### src/rtl/rxf_pkg.sv
package rxf_pkg;

   // receive policy bits, gathered from the individual configuration pins
   typedef struct packed {
      logic bcast;
      logic mcast;
      logic promisc;
      logic runt_ok;
      logic keep_bad;
      logic remote_tx;
   } rxf_cfg_t;

   // left-shifting CRC-32 generator polynomial
   localparam logic [31:0] CRC_POLY = 32'h04C1_1DB7;

endpackage

### src/rtl/rxf_addr_class.sv
module rxf_addr_class #(
   parameter int ADDR_BYTES = 6,
   localparam int ADDR_W    = 8 * ADDR_BYTES
) (
   input  logic [ADDR_W-1:0] dest,
   input  logic [ADDR_W-1:0] station,
   output logic              is_group,
   output logic              is_bcast,
   output logic              station_hit
);

   logic [ADDR_BYTES-1:0] byte_eq;
   logic [ADDR_BYTES-1:0] byte_ones;

   // one comparator per address byte, reduced below
   for (genvar b = 0; b < ADDR_BYTES; b++) begin : g_byte
      assign byte_eq[b]   = (dest[8*b +: 8] == station[8*b +: 8]);
      assign byte_ones[b] = &dest[8*b +: 8];
   end

   assign is_group    = dest[0];
   assign is_bcast    = &byte_ones;
   assign station_hit = &byte_eq;

endmodule

### src/rtl/rxf_hash_bin.sv
module rxf_hash_bin
   import rxf_pkg::*;
#(
   parameter int ADDR_BYTES = 6,
   parameter int HASH_BITS  = 6,
   localparam int ADDR_W    = 8 * ADDR_BYTES,
   localparam int HASH_BINS = 1 << HASH_BITS
) (
   input  logic [ADDR_W-1:0]    dest,
   input  logic [HASH_BINS-1:0] table_bits,
   output logic [HASH_BITS-1:0] bin_idx,
   output logic                 bin_set
);

   logic [31:0] crc;

   // serial CRC unrolled over the destination bits, wire order
   always_comb begin
      logic fb;
      crc = '1;
      for (int i = 0; i < ADDR_W; i++) begin
         fb  = crc[31] ^ dest[i];
         crc = {crc[30:0], 1'b0};
         if (fb) crc = crc ^ CRC_POLY;
      end
   end

   assign bin_idx = crc[31 -: HASH_BITS];
   assign bin_set = table_bits[bin_idx];

endmodule

### src/rtl/rxf_policy.sv
module rxf_policy
   import rxf_pkg::*;
#(
   parameter int LEN_W     = 16,
   parameter int MIN_LEN   = 64,
   parameter int HASH_BITS = 6
) (
   input  rxf_cfg_t             cfg,
   input  logic [LEN_W-1:0]     len,
   input  logic                 crc_bad,
   input  logic                 align_bad,
   input  logic                 is_group,
   input  logic                 is_bcast,
   input  logic                 station_hit,
   input  logic [HASH_BITS-1:0] bin_idx,
   input  logic                 bin_set,
   output logic                 accept,
   output logic                 tx_off_cmd,
   output logic                 tx_on_cmd
);

   localparam int HASH_BINS = 1 << HASH_BITS;
   localparam logic [HASH_BITS-1:0] BIN_TX_OFF = HASH_BITS'(HASH_BINS - 2);
   localparam logic [HASH_BITS-1:0] BIN_TX_ON  = HASH_BITS'(HASH_BINS - 1);
   localparam logic [LEN_W-1:0]     LEN_MIN    = LEN_W'(MIN_LEN);

   logic bad, short_frm, addr_ok, group_only, remote_ok;

   assign bad        = crc_bad | align_bad;
   assign short_frm  = (len < LEN_MIN);
   assign group_only = is_group & ~is_bcast;

   always_comb begin
      if (is_bcast)      addr_ok = cfg.bcast;
      else if (is_group) addr_ok = cfg.mcast & bin_set;
      else               addr_ok = cfg.promisc | station_hit;
   end

   assign accept = addr_ok
                 & ~(bad & ~cfg.keep_bad)
                 & ~(short_frm & ~cfg.runt_ok);

   assign remote_ok  = cfg.remote_tx & group_only & ~bad;
   assign tx_off_cmd = remote_ok & (bin_idx == BIN_TX_OFF);
   assign tx_on_cmd  = remote_ok & (bin_idx == BIN_TX_ON);

endmodule

### src/rtl/rx_dest_filter.sv
module rx_dest_filter
   import rxf_pkg::*;
#(
   parameter int ADDR_BYTES = 6,
   parameter int HASH_BITS  = 6,
   parameter int LEN_W      = 16,
   parameter int MIN_LEN    = 64,
   localparam int ADDR_W    = 8 * ADDR_BYTES,
   localparam int HASH_BINS = 1 << HASH_BITS
) (
   input  logic                 clk,
   input  logic                 rst_n,
   input  logic                 frm_valid,
   input  logic [ADDR_W-1:0]    frm_dest,
   input  logic [LEN_W-1:0]     frm_len,
   input  logic                 frm_crc_bad,
   input  logic                 frm_align_bad,
   input  logic [ADDR_W-1:0]    my_addr,
   input  logic [HASH_BINS-1:0] mc_hash,
   input  logic                 cfg_bcast,
   input  logic                 cfg_mcast,
   input  logic                 cfg_promisc,
   input  logic                 cfg_runt_ok,
   input  logic                 cfg_keep_bad,
   input  logic                 cfg_remote_tx,
   output logic                 res_valid,
   output logic                 res_accept,
   output logic                 res_group,
   output logic                 tx_enable
);

   // elaboration-time parameter checks
   if (ADDR_BYTES < 1) begin : g_bad_addr
      $error("rx_dest_filter: ADDR_BYTES must be at least 1");
   end
   if (HASH_BITS < 2 || HASH_BITS > 8) begin : g_bad_hash
      $error("rx_dest_filter: HASH_BITS must lie in 2..8");
   end
   if (MIN_LEN < 1 || MIN_LEN >= (1 << LEN_W)) begin : g_bad_len
      $error("rx_dest_filter: MIN_LEN must fit in LEN_W bits");
   end

   rxf_cfg_t             cfg;
   logic                 is_group, is_bcast, station_hit;
   logic [HASH_BITS-1:0] bin_idx;
   logic                 bin_set;
   logic                 accept_d, tx_off_cmd, tx_on_cmd;

   assign cfg = '{bcast:     cfg_bcast,
                  mcast:     cfg_mcast,
                  promisc:   cfg_promisc,
                  runt_ok:   cfg_runt_ok,
                  keep_bad:  cfg_keep_bad,
                  remote_tx: cfg_remote_tx};

   rxf_addr_class #(.ADDR_BYTES(ADDR_BYTES)) u_class (
      .dest        (frm_dest),
      .station     (my_addr),
      .is_group    (is_group),
      .is_bcast    (is_bcast),
      .station_hit (station_hit)
   );

   rxf_hash_bin #(.ADDR_BYTES(ADDR_BYTES), .HASH_BITS(HASH_BITS)) u_hash (
      .dest       (frm_dest),
      .table_bits (mc_hash),
      .bin_idx    (bin_idx),
      .bin_set    (bin_set)
   );

   rxf_policy #(.LEN_W(LEN_W), .MIN_LEN(MIN_LEN), .HASH_BITS(HASH_BITS)) u_policy (
      .cfg         (cfg),
      .len         (frm_len),
      .crc_bad     (frm_crc_bad),
      .align_bad   (frm_align_bad),
      .is_group    (is_group),
      .is_bcast    (is_bcast),
      .station_hit (station_hit),
      .bin_idx     (bin_idx),
      .bin_set     (bin_set),
      .accept      (accept_d),
      .tx_off_cmd  (tx_off_cmd),
      .tx_on_cmd   (tx_on_cmd)
   );

   // single result register stage; transmitter state updates alongside
   always_ff @(posedge clk) begin
      if (!rst_n) begin
         res_valid  <= 1'b0;
         res_accept <= 1'b0;
         res_group  <= 1'b0;
         tx_enable  <= 1'b1;
      end else begin
         res_valid  <= frm_valid;
         res_accept <= frm_valid & accept_d;
         if (frm_valid) begin
            res_group <= is_group;
            if (tx_off_cmd)     tx_enable <= 1'b0;
            else if (tx_on_cmd) tx_enable <= 1'b1;
         end
      end
   end

endmodule

### config.mk
export PLATFORM = sky130hd
export DESIGN_NAME = rx_dest_filter
export DESIGN_NICKNAME = d
export VERILOG_FILES = /design/src/rtl/rxf_pkg.sv /design/src/rtl/rxf_addr_class.sv /design/src/rtl/rxf_hash_bin.sv /design/src/rtl/rxf_policy.sv /design/src/rtl/rx_dest_filter.sv
export SDC_FILE = /design/constraint.sdc
export NUM_CORES = 1
export LEC_CHECK = 0
export BUFFER_PORTS_ARGS = -buffer_cell sky130_fd_sc_hd__buf_2
export CORE_MARGIN = 5
export CORE_UTILIZATION = 40
export CTS_BUF_LIST = sky130_fd_sc_hd__clkbuf_8
export CTS_CLUSTER_DIAMETER = 100
export DETAILED_ROUTE_END_ITERATION = 16
export GPL_TIMING_DRIVEN = 0
export PLACE_DENSITY = 0.71
export REMOVE_ABC_BUFFERS = 1
export SLEW_MARGIN = 0
export SYNTH_ARGS = -nofsm -noshare
export SYNTH_HDL_FRONTEND = slang
export SYNTH_HIERARCHICAL = 1
export SYNTH_SLANG_ARGS = --single-unit
### constraint.sdc
create_clock -name clk -period 13.75 [get_ports clk]
set_input_delay 2.75 -clock clk [delete_from_list [all_inputs] [get_ports clk]]
set_output_delay 2.75 -clock clk [all_outputs]
set_load 0.02 [all_outputs]
# == Word-level counts from Yosys, hierarchy flattened ==
# Index checks and enable logic that the tools add are counted.
# totals
regBits,4
latchBits,0
ramBits,0
romBits,0
in_bits,187
output_inout_bits,4
word_cells,185
n_memories,0
# op_classes
add_sub_neg,0
n_mul,0
div,0
magnitude_cmp,2
eq_ne,8
n_shift,0
muxes,54
bitwise,113
reduce_logical,4
# ops
op,n
2-to-1 mux 27 bit,48
inverter 14 bit,47
== test 8 bit,6
AND reduction 48 bit,1
bitwise XOR 1 bit,42
"less-than comparator 16 x 7 -> 1 bit, second input constant",1
"== test 6 bit, second input constant",2
bitwise AND 1 bit,11
"less-than comparator 6 x 7 -> 1 bit, second input constant",1
binary-select mux 1 bit (select 6 bit),1
inverter 1 bit,6
AND reduction 6 bit,1
2-to-1 mux 1 bit,5
"bitwise XOR 1 bit, first input constant",5
bitwise OR 1 bit,2
AND reduction 2 bit,1
nonzero test 2 bit,1

# == Depth between registers and ports, before layout ==
# logic_depth
word_depth,103
ltp_mapped,18
ltp_nobuf,16

# == Modules after synthesis ==
# The synthesis kept the hierarchy.
# by_module_without_submodules
mod,instances,cells_each,area_each_um2,seq_area_each_um2
rxf_hash_bin,1,266,2966.6,0.0
rxf_addr_class,1,81,631.9,0.0
rx_dest_filter,1,11,128.9,80.1
rxf_policy,1,17,100.1,0.0

# == Worst setup path before layout ==
# OpenSTA, ideal clock, no wires.
# synth_timing
kind,input port to flip-flop
from,input port frm_dest[3]
to,register res_accept
arrival_time_ns,6.943
t_required_ns,13.691
setup_slack_ns,6.748
stages,18
path_buffers,3
path_cell_list,buf_4 > xor3_1 > xor2_2 > xor2_1 > xnor3_2 > xnor3_1 > xnor2_1 > xnor3_1 > buf_6 > buf_12 > mux2i_1 > a22oi_1 > nand4_1 > a41o_1 > o21ai_1 > a21oi_1 > a2111oi_0 > and3_2
# synth_between
elab_chain_len,66
# synth_lines
item,line_no,text
"start, declared",rx_dest_filter.sv:14,"input logic [ADDR_W-1:0] frm_dest,"
bitwise XOR 1 bit *,rxf_hash_bin.sv:22,fb = crc[31] ^ dest[i];
2-to-1 mux 27 bit *,rxf_hash_bin.sv:24,if (fb) crc = crc ^ CRC_POLY;
inverter 14 bit (no source line),n/a,
2-to-1 mux 27 bit,rxf_hash_bin.sv:24,
inverter 14 bit (no source line) / 2-to-1 mux 27 bit (equally long branches),n/a,
2-to-1 mux 27 bit / inverter 14 bit (equally long branches),n/a,
2-to-1 mux 27 bit,rxf_hash_bin.sv:24,
2-to-1 mux 27 bit / inverter 14 bit (equally long branches),n/a,
[... 52 more ...],n/a,
via bin_set,rx_dest_filter.sv:46,logic bin_set;
bitwise AND 1 bit *,rxf_policy.sv:35,else if (is_group) addr_ok = cfg.mcast & bin_set;
2-to-1 mux 1 bit *,rxf_policy.sv:35,
2-to-1 mux 1 bit *,rxf_policy.sv:34,if (is_bcast) addr_ok = cfg.bcast;
bitwise AND 1 bit *,rxf_policy.sv:40,& ~(bad & ~cfg.keep_bad)
bitwise AND 1 bit *,rxf_policy.sv:41,& ~(short_frm & ~cfg.runt_ok);
via accept_d,rx_dest_filter.sv:47,"logic accept_d, tx_off_cmd, tx_on_cmd;"
bitwise AND 1 bit *,rx_dest_filter.sv:95,res_accept <= frm_valid & accept_d;
"end signal, assigned",rx_dest_filter.sv:95,
"end, declared",rx_dest_filter.sv:27,"output logic res_accept,"
# Mark *: on every way through the listed nets, which the timed path passes. The rest lies on a longest branch. The select of a mux whose other input is x is not followed.
# A chain may end at the register's enable or synchronous reset.

# == Final worst setup path ==
# Ends and elaborated chain as after synthesis.

==> results.sh <==
export IMPL_status="finished clean"
export IMPL_max_slew_margin_pct=41.64
export IMPL_synth_seq_area_share_pct=2.092
export IMPL_crit_top_cell="xnor3_2"
export IMPL_ctsResizeCount=0
export IMPL_cts_root_buf="clkbuf_8"
export IMPL_num_vias=3469
export IMPL_fin_area_sq_mm=0.004808
export IMPL_synth_simple_area_share_pct=11.28
export IMPL_place_ws_ps=5694
export IMPL_final_setup_skew_ps=0
export IMPL_synthFlopType="dfxtp_1"
export IMPL_drc=0
export IMPL_reg2reg_depth=2
export IMPL_clk_insertion_delay_late_ps=210
export IMPL_post_synth_top_count_cell="xnor2_1"
export IMPL_cap_violations=0
export IMPL_die_width_microns=107.8
export IMPL_cp_top_family="XOR/XNOR gates"
export IMPL_place_hpwl_microns=10190
export IMPL_dieArea_sq_mm=0.01163
export IMPL_synth_edff_count=0
export IMPL_tightest_slew_ps=875.3
export IMPL_ant_nets=0
export IMPL_tns_ps=0
export IMPL_grt_max_degree=34
export IMPL_h_tree_depth=1
export IMPL_hold_violations=0
export IMPL_worstHoldPathCells=2
export IMPL_hp_class="reg2reg"
export IMPL_cp_max_fo=33
export IMPL_min_period_ps=7831
export IMPL_clock_fmax_mhz=127.7
export IMPL_final_layout_size_suffix_gt1_share_pct=37.43
export IMPL_drt_total_wl_microns=11780
export IMPL_clkSinkCount=4
export IMPL_viasPerCell=5.147
export IMPL_port_buffers=184
export IMPL_fin_nets=734
export IMPL_synthMuxAreaShare_pct=7.584
export IMPL_max_stage_delay_ps=910
export IMPL_synthAdderAreaFrac_pct=0
export IMPL_place_area_sq_mm=0.004767
export IMPL_slew_viol_final=0
export IMPL_yosysUniqueCellTypes=45
export IMPL_cts_tree="yes"
export IMPL_rsz0062_at_grt="no"
export IMPL_diodes=0
export IMPL_yosys_top_cells_count="xnor2_1 (85), xor2_1 (81), xnor3_1 (41), mux2i_1 (29), nand4_1 (18)"
export IMPL_crit_required_ps=13910
export IMPL_cp_start_kind="primary input"
export IMPL_drt_iter0_drc=152
export IMPL_synth_top_area_share_pct=24.13
export IMPL_setup_violations=0
export IMPL_fin_crit_sh_pct=56.95
export IMPL_synth_top_area_cell="xnor3_1"
export IMPL_gp_congestion=0.9005
export IMPL_post_cts_buffers=0
export IMPL_async_flop_share_pct=0
export IMPL_worstSetupPathDepth=16
export IMPL_fp_dieH_microns=107.8
export IMPL_coreArea_sq_mm=0.009284
export IMPL_firstDrtPassIters=4
export IMPL_cts_buffers=3
export IMPL_synth_seq_cells=4
export IMPL_start_util_pct=41.23
export IMPL_synthesis_area_sq_mm=0.003827
export IMPL_synth_top_family_by_area="XOR/XNOR gates"
export IMPL_setup_slack_ps=5919
export IMPL_critPathArrivalTime_ps=7990
export IMPL_grt_use_total_pct=19.57
export IMPL_synthesis_instances=375
export IMPL_avgRoutedWirePerCell_microns=17.47
export IMPL_path_buf_inv=1
export IMPL_ios=191
export IMPL_synthTopCellsByArea="xnor3_1 (24%), xnor2_1 (19%), xor2_1 (19%)"
export IMPL_layout_area_overhead_vs_synth_pct=25.63
export IMPL_synthXorXnorAreaFrac_pct=70.09
export IMPL_cts_max_path_buffers=2
export IMPL_grt_pass1_vias=3611
export IMPL_cp_cell_sequence="buf_2 -> xor3_1 -> xor2_2 -> xor2_1 -> xnor3_2 -> xnor3_1 -> xnor2_1 -> xnor3_2 -> mux2i_1 -> a21boi_0 -> nand4b_1 -> a41o_1 -> o21ai_1 -> a21oi_1 -> a2111oi_0 -> and3_2"
export IMPL_rows=35
export IMPL_cp_slowest_cell="xnor3_2"
export IMPL_grt_pass1_wl_microns=18130
export IMPL_synth_area_per_cell_sq_um=10.21
export IMPL_ctsHoldBuffers=0
export IMPL_synth_compound_area_share_pct=4.805
export IMPL_antenna_found_initial=0
export IMPL_fillers=909
export IMPL_grt_overflow_total=0
export IMPL_clk_pin_slew_ps=30
export IMPL_endpoint_kind="register"
export IMPL_path_class="in2reg"
export IMPL_yosysWarnings=6
==> cells in the final DEF (no fill, tap or decap), drive strengths merged <==
master	synthesis	routed
a21boi	2	2
xor3	4	4
nand4	18	18
a41o	1	1
nor2	3	3
nand2	16	16
mux2i	29	29
a21oi	5	5
a22oi	6	6
a2111oi	1	1
clkbuf	2	3
and2	4	4
a221oi	1	1
nor2b	1	1
dfxtp	4	4
nand3	3	3
buf	15	184
o21ai	3	3
nand4b	1	1
and3	4	4
a211oi	1	1
xnor3	45	45
nor4	17	17
a22o	2	2
or4	2	2
inv	4	4
nand2b	2	2
xnor2	89	89
nor3	4	4
a31oi	4	4
xor2	82	82
==> tightest hold or removal path: cells and delay by family (launching register included) <==
family	cells	cell delay (ps)
compound gates	2	130
flops	1	320
==> flip-flops by register name, indices dropped and copies added (netlist names) <==
| register | cells |
|---|---|
| res_accept | 1 |
| res_group | 1 |
| res_valid | 1 |
| tx_enable | 1 |
==> kinds of logic after synthesis <==
kind of cell,after synthesis
compound gates,26
mux,29
simple gates,75
buf+inv,21
flops,4
xor+xnor,220
==> metrics by stage <==
| stage | instances | hold WS [ps] | utilization (%) |
|---|---|---|---|
| floorplan | 358 | 589.3 | - |
| global placement | 671 | 493.1 | 51.33 |
| detailed placement | 671 | 495.1 | 51.35 |
| CTS | 674 | 501.4 | 51.79 |
| global route | 674 | 566.6 | 51.79 |
| finish | 674 | 491.4 | 51.79 |
==> path summary, 6_finish.rpt <==
path	slack, ps	start	end
worst min-delay path	490	tx_enable	tx_enable
worst max-delay path	5920	frm_dest[3]	res_accept
worst max register to register	13170	res_group	res_group
worst min register to register	490	tx_enable	tx_enable
==> final cells by class <==
type	instances	area, sq um	share of cell area, %
multi-input combinational	350	3590	74.66
timing repair buffer	184	920.9	19.15
tap	129	161.4	3.357
sequential	4	80.08	1.665
clock buffer	3	41.29	0.8587
inverter	4	15.01	0.3123
==> per-layer routing <==
metal / vias to the layer above / GRT usage, % / part of all wire (%)
met5: - / 0 / 0
met4: 0 / 2.164 / 0.67
met3: 8 / 2.040 / 8.4
met2: 197 / 35.04 / 48
met1: 1602 / 26.17 / 43
li1: 1662 / - / -
Power is not shown: default switching activity piles up to over one toggle a cycle in this logic, so the estimate is an artifact.
